**src/rtl/stencil_seq_pkg.sv**
```systemverilog
package stencil_seq_pkg;

    typedef enum logic {
        SEQ_IDLE = 1'b0,
        SEQ_RUN  = 1'b1
    } seq_state_e;

    // Bit 0 west, bit 1 east, bit 2 north, bit 3 south.
    typedef struct packed {
        logic south;
        logic north;
        logic east;
        logic west;
    } edge_dirs_t;

    function automatic int idx_bits(input int n);
        return (n > 1) ? $clog2(n) : 1;
    endfunction

endpackage

```
**src/rtl/stencil_step_counter.sv**
```systemverilog
module stencil_step_counter
    import stencil_seq_pkg::*;
#(
    parameter int ROWS = 4,
    parameter int COLS = 4,
    parameter int RW   = idx_bits(ROWS),
    parameter int CW   = idx_bits(COLS)
) (
    input  logic          clk,
    input  logic          rst,
    input  logic          start,
    output logic          running,
    output logic          accept,
    output logic [RW-1:0] lrow,
    output logic [CW-1:0] lcol,
    output logic          last
);

    seq_state_e    state_q;
    logic [RW-1:0] row_q;
    logic [CW-1:0] col_q;
    logic          col_end;
    logic          row_end;

    assign running = (state_q == SEQ_RUN);
    assign accept  = start & ~running;
    assign col_end = (col_q == CW'(COLS - 1));
    assign row_end = (row_q == RW'(ROWS - 1));
    assign last    = running & col_end & row_end;
    assign lrow    = row_q;
    assign lcol    = col_q;

    always_ff @(posedge clk) begin
        if (rst) begin
            state_q <= SEQ_IDLE;
            row_q   <= '0;
            col_q   <= '0;
        end else begin
            unique case (state_q)
                SEQ_IDLE: begin
                    if (start) begin
                        state_q <= SEQ_RUN;
                        row_q   <= '0;
                        col_q   <= '0;
                    end
                end
                SEQ_RUN: begin
                    if (col_end) begin
                        col_q <= '0;
                        row_q <= row_end ? '0 : row_q + RW'(1);
                    end else begin
                        col_q <= col_q + CW'(1);
                    end
                end
                default: state_q <= SEQ_IDLE;
            endcase
        end
    end

    // an accepted start yields the origin step right after the edge
    a_r2_first_step: assert property (@(posedge clk) disable iff (rst)
        accept |=> (running && lrow == '0 && lcol == '0));

    // issuing never stops once begun
    a_r3_keep_running: assert property (@(posedge clk) disable iff (rst)
        running |=> running);

    // the step after the last one is the origin of the next pass
    a_r7_wrap: assert property (@(posedge clk) disable iff (rst)
        last |=> (lrow == '0 && lcol == '0));

    // a start mid-pass does not send the scan back to the origin
    a_r6_no_restart: assert property (@(posedge clk) disable iff (rst)
        (running && start && !last) |=> !(lrow == '0 && lcol == '0));

endmodule

```
**src/rtl/stencil_axis_map.sv**
```systemverilog
module stencil_axis_map #(
    parameter int SIZE = 4,
    parameter int W    = 2
) (
    input  logic         flip,
    input  logic [W-1:0] lidx,
    output logic [W-1:0] pidx,
    output logic         at_lo,
    output logic         at_hi
);

    logic [W-1:0] rev;

    assign rev   = W'(SIZE - 1) - lidx;
    assign pidx  = flip ? rev : lidx;
    assign at_lo = (pidx == '0);
    assign at_hi = (pidx == W'(SIZE - 1));

endmodule

```
**src/rtl/stencil_order_seq.sv**
```systemverilog
module stencil_order_seq
    import stencil_seq_pkg::*;
#(
    parameter int ROWS = 4,
    parameter int COLS = 4,
    localparam int RW  = idx_bits(ROWS),
    localparam int CW  = idx_bits(COLS)
) (
    input  logic          clk,
    input  logic          rst,
    input  logic          start,
    input  logic          x_odd,
    input  logic          y_odd,
    output logic          pt_valid,
    output logic [RW-1:0] pt_row,
    output logic [CW-1:0] pt_col,
    output logic          pt_edge,
    output logic [3:0]    pt_dir,
    output logic          iter_done
);

    logic          running;
    logic          accept;
    logic          last;
    logic [RW-1:0] lrow;
    logic [CW-1:0] lcol;
    logic          x_q;
    logic          y_q;
    edge_dirs_t    dirs;

    stencil_step_counter #(
        .ROWS(ROWS), .COLS(COLS), .RW(RW), .CW(CW)
    ) u_steps (
        .clk(clk), .rst(rst), .start(start),
        .running(running), .accept(accept),
        .lrow(lrow), .lcol(lcol), .last(last)
    );

    always_ff @(posedge clk) begin
        if (rst) begin
            x_q <= 1'b0;
            y_q <= 1'b0;
        end else if (accept) begin
            x_q <= x_odd;
            y_q <= y_odd;
        end
    end

    stencil_axis_map #(.SIZE(COLS), .W(CW)) u_cols (
        .flip(x_q), .lidx(lcol), .pidx(pt_col),
        .at_lo(dirs.west), .at_hi(dirs.east)
    );

    stencil_axis_map #(.SIZE(ROWS), .W(RW)) u_rows (
        .flip(y_q), .lidx(lrow), .pidx(pt_row),
        .at_lo(dirs.north), .at_hi(dirs.south)
    );

    assign pt_valid  = running;
    assign pt_dir    = running ? dirs : 4'b0000;
    assign pt_edge   = |pt_dir;
    assign iter_done = last;

    // the latched mirroring stays fixed while points are issued
    a_r5_parity_hold: assert property (@(posedge clk) disable iff (rst)
        pt_valid |=> $stable({x_q, y_q}));

    // a point touches at most two edges (a corner)
    a_r8_dir_count: assert property (@(posedge clk) disable iff (rst)
        $countones(pt_dir) <= 2);

    // edge flag only accompanies an issued point
    a_r8_edge_valid: assert property (@(posedge clk) disable iff (rst)
        pt_edge |-> pt_valid);

    // iteration end only on an issued point
    a_r7_done_valid: assert property (@(posedge clk) disable iff (rst)
        iter_done |-> pt_valid);

    // issued addresses stay inside the tile
    a_r4_in_tile: assert property (@(posedge clk) disable iff (rst)
        pt_valid |-> (int'(pt_row) < ROWS && int'(pt_col) < COLS));

endmodule

```
**config.mk**
```make
export PLATFORM = sky130hd
export DESIGN_NAME = stencil_order_seq
export DESIGN_NICKNAME = d
export VERILOG_FILES = /design/src/rtl/stencil_seq_pkg.sv /design/src/rtl/stencil_step_counter.sv /design/src/rtl/stencil_axis_map.sv /design/src/rtl/stencil_order_seq.sv
export SDC_FILE = /design/constraint.sdc
export NUM_CORES = 1
export LEC_CHECK = 0
export BUFFER_PORTS_ARGS = -buffer_cell sky130_fd_sc_hd__buf_2
export CORE_AREA = 2 2 39 41
export DETAILED_ROUTE_END_ITERATION = 12
export DIE_AREA = 0 0 41 43
export MAX_ROUTING_LAYER = met4
export SLEW_MARGIN = 10
export SYNTH_ARGS = -nofsm -noshare
export SYNTH_HDL_FRONTEND = slang
export SYNTH_SLANG_ARGS = --single-unit
```
**constraint.sdc**
```tcl
create_clock -name clk -period 1.9 [get_ports clk]
set_clock_uncertainty 0.2 [all_clocks]
set_input_delay 0.475 -clock clk [delete_from_list [all_inputs] [get_ports clk]]
set_output_delay 0.475 -clock clk [all_outputs]
set_load 0.005 [all_outputs]
```
Word-level counts from Yosys, hierarchy flattened
Cells that the tools add are included.

word-level totals
  flip-flop bits (word level) = 7
  output and inout port bits = 11
  logic and storage cells = 34

cells by class
  $add $sub $neg = 4
  reduce and logical (&&, ||, !) cells = 4
  equality and inequality tests = 6
  bitwise logic cells = 4
  muxes and demuxes = 11

operators with widths
  kind                                          count
  two-way mux 2 bit                             6
  == test 2 bit, second input constant          4
  case mux 2 bit (2 select lines)               2
  adder 2 x 1 -> 2 bit, second input constant   2
  zero test 2 bit                               2
  two-way mux 4 bit                             1
  inequality test 2 bit, second input constant  2
  OR reduction 4 bit                            1
  subtractor 2 bit, first input constant        2
  bitwise AND 1 bit                             3
  two-way mux 1 bit                             2
  AND reduction 2 bit                           1
  NOT 1 bit                                     1

Logic depth before layout (Yosys ltp)
  word-level depth = 5
  depth in mapped cells = 4
  depth with buffers taken out = 4

Modules after synthesis
A second synthesis with hierarchy kept.

unflattened totals
  cells, all modules = 50
  area, all modules = 455.4 um2

modules (own cells, without submodules)
  module                times used  cells each  area an instance (um2)
  stencil_step_counter  1           25          255.2
  stencil_order_seq     1           11          105.1
  stencil_axis_map      2           7           47.5

Worst setup path before layout
OpenSTA, ideal clock, no wires.

  path kind = reg-to-output
  start = reg u_steps.row_q[0] (netlist: u_steps.lrow[0])
  end = out pt_dir[3]
  cell stages (with the launch flop) = 4
  data arrival time = 946 ps
  buffers on the path = 1
  required time = 1225 ps
  slack = 279 ps
  path through = dfxtp_1 > buf_2 > or3b_1 > a21boi_1

between the ends
  longest elaborated chain between the ends = 4

RTL lines
  what                      line                        text
  start: declaration        stencil_step_counter.sv:20  logic [RW-1:0] row_q;
  start signal: assignment  stencil_step_counter.sv:50  row_q <= row_end ? '0 : row_q + RW'(1);
  subtractor 2 bit          stencil_axis_map.sv:14      assign rev = W'(SIZE - 1) - lidx;
  two-way mux 2 bit *       stencil_axis_map.sv:15      assign pidx = flip ? rev : lidx;
  == test 2 bit *           stencil_axis_map.sv:17      assign at_hi = (pidx == W'(SIZE - 1));
  two-way mux 4 bit *       stencil_order_seq.sv:60     assign pt_dir = running ? dirs : 4'b0000;
  end: declaration          stencil_order_seq.sv:18     output logic [3:0] pt_dir,

Mark *: on every way between the ends. The rest lies on a longest branch, timed or not.

Worst setup path after layout
  start = reg u_steps.col_q[1] (netlist: u_steps.lcol[1])
  end = out pt_dir[1]

between the ends
  longest elaborated chain between the ends = 4

RTL lines
  what                      line                        text
  start: declaration        stencil_step_counter.sv:21  logic [CW-1:0] col_q;
  start signal: assignment  stencil_step_counter.sv:52  col_q <= col_q + CW'(1);
  subtractor 2 bit          stencil_axis_map.sv:14
  two-way mux 2 bit *       stencil_axis_map.sv:15
  == test 2 bit *           stencil_axis_map.sv:17
  two-way mux 4 bit *       stencil_order_seq.sv:60

Marks and branches as above.

==> run summary <==
Reg clk slew, reported paths - 0.05 ns
failing checks - setup timing
CP Max Fanout - 5
detailed placer's ending HPWL - 578 um
First-pass DRT Iterations - 2
Worst EP arrival - 1.23 ns
crit path capture type - output port
port buffer count - 15
R2R depth - 4
CTS tree - yes
total chip power - 0.363 mW
Worst Path Required - 1.22 ns
antenna violations before repair - 0
min-delay worst type - in2reg
GPL Wtd Cong - 0.717
Iteration-0 DRC Markers - 6
worst r2r src - u_steps.lcol[0]
drt total wl - 941 um
fin nets - 85
Ys Warns - 0
reg2reg end - u_steps.lrow[0]
final hold slack - 0.265 ns
synth unique cells - 23
Vias/cell - 4.62
synth top area cells - dfxtp_1 (29%), xor2_1 (11%), mux2i_1 (6.2%)
initial cell density of the core - 0.349
#FFs+latches synth - 7
crit share post-route - 1.00
Post-synth EDFFs - 0
Post-synth top cells - dfxtp_1 (7), nor2_1 (6), xor2_1 (6), a21boi_1 (4)
outcome - finished, violations left
die width - 41 um
CTS Hold Buffers Added - 0
Fin Setup TNS - -0.0136 ns
syn avg cell area - 8.78 um2
crit path launch type - flip-flop
Yosys top cell by area - dfxtp_1
Top FF cell, synth - dfxtp_1
layout cells sized above 1 - 0.455
syn nets - 62
max-slew violations - 0
FP Rows - 14
Syn Inst Count - 55
sequential-to-total area share from yosys stat - 0.290
Syn Std Cell Area - 483 um2
clock sinks - 7
RSZ-0062 raised after global routing - yes
max_cap viols - 0
total global-route track usage - 0.133
post-route ant nets - 0
WS Path Type - reg2out
Fill cells - 136
# IOs - 16
Worst Tran Pin Value - 0.253 ns
vias in the first global route - 358
FFs w/ async S/R, synth - 0
drc violations - 0
count leader, synth - dfxtp_1
CTS buffer count - 3
Final min period - 1.91 ns
Worst slew margin - 0.831
CTS root buffer - clkbuf_4
register-to-register setup slack - 0.65 ns
Pleak - 0.344 nW
Fmax - 0.524 GHz
end of the worst hold path - y_q
first-pass GRT wire length - 1520 um
ant diodes - 0
Area Overhead vs Synth - 34.7%
global route overflow - 0
Hold Path Stages - 3
endpoints failing setup - 2
pin count of the biggest net entering global routing - 16
Critical Path Source - u_steps.lcol[1]
Clock Path Buffers - 2
post-synth top area share - 0.290
CTS H-Tree Depth - 1
Die Ht - 43 um
Avg WL per Cell - 10.1 um
Worst-Skew Late Latency - 0.25 ns
hold path startpoint - y_odd
final hold vios - 0
Core ar. - 1380 um2
Peak VDD IR - 0.271 mV
final setup margin - -0.00686 ns
via count - 430
PD cells - 558 nW/um2
die area - 1760 um2
-- critical path, cell delays in order (launching register included) --
cell	delay [ns]
dfxtp_4	0.35
or3b_1	0.37
a21boi_1	0.13
buf_2	0.13
-- how the worst max path moves through the flow --
stage,depth (start not counted),endpoint
after global placement,3,pt_dir[1]
after floorplan,3,pt_dir[3]
final,3,pt_dir[1]
after global routing,3,pt_dir[1]
after CTS,3,pt_dir[1]
after detailed placement,3,pt_dir[1]
-- layout by cell type, fill, tap and decap left out --
cell / Yosys / final
clkbuf_1: 0 / 1
dfxtp_2: 0 / 1
a21boi_0: 1 / 1
nand3b_1: 2 / 2
and3_1: 1 / 1
mux2i_1: 3 / 3
inv_1: 1 / 1
nor2_1: 6 / 6
or2b_1: 1 / 1
clkbuf_4: 0 / 3
or3b_1: 2 / 2
nand3_1: 2 / 2
buf_2: 3 / 15
nand4b_1: 1 / 1
dfxtp_4: 0 / 6
xor2_1: 6 / 6
a211oi_1: 1 / 1
a21oi_1: 3 / 3
or3_1: 2 / 2
nor2b_1: 1 / 1
buf_4: 2 / 10
a21boi_1: 4 / 4
o21ai_0: 1 / 1
nor3b_1: 1 / 1
ha_1: 2 / 2
-- registers in the layout, indices dropped and copies added (netlist names) --
register         cells
x_q                  1
y_q                  1
u_steps.lrow         2
u_steps.running      1
u_steps.lcol         2
-- kinds of logic (layout without fill, tap and decap cells) --
logic type | count (synthesis) | after routing | synth area share
AOI/OAI and AO/OA | 10 | 10 | 0.135
and+or+nand+nor | 19 | 19 | 0.236
adders and majority gates | 2 | 2 | 0.0518
muxes | 3 | 3 | 0.0622
xor gates and xnor gates | 6 | 6 | 0.109
buffers and inverters | 8 | 30 | 0.117
DFF | 7 | 7 | 0.290
-- area by class of cell --
type / count / area, um2 / area share
inverter: 1 / 3.75 / 0.00577
clock buffer: 4 / 26.3 / 0.0404
timing repair buffer: 25 / 150 / 0.231
tap: 16 / 20.0 / 0.0308
multi-input combinational: 40 / 287 / 0.440
sequential: 7 / 164 / 0.252
-- metal layers --
metal / routed length [um] / GRT usage / vias to the layer above
met4: 0 / 0.0800 / 0
li1: - / - / 234
met2: 422 / 0.156 / 9
met1: 469 / 0.188 / 187
met3: 49 / 0.0471 / 0
met5: 0 / - / -
-- per-stage QoR --
| step | area [um2] | cells | setup WS [ns] | utilization |
|---|---|---|---|---|
| 2_1_floorplan | 483 | 55 | 0.279 | - |
| 3_3_place_gp | 526 | 79 | 0.184 | 0.380 |
| 3_5_place_dp | 526 | 79 | 0.167 | 0.380 |
| 4_1_cts | 649 | 93 | -0.00461 | 0.469 |
| 5_1_grt | 651 | 93 | -0.0823 | 0.470 |
| 6_report | 651 | 93 | -0.00686 | 0.470 |
-- timing repair --
action / in CTS / in global routing
hold endpoints to repair: 0 / 0
pin swaps: 4 / 0
setup buffers: 10 / 0
resized for setup: 12 / 1
endpoints found under the setup margin: 5 / 6
-- power by group --
group	switching (mW)	leakage, nW	internal, mW
Clock	0.0552	0.0150	0.0802
Combinational	0.0281	0.267	0.0399
Sequential	0.0108	0.0619	0.149
Total	0.0941	0.344	0.269
Note: power is estimated with default switching activity, not from simulation.
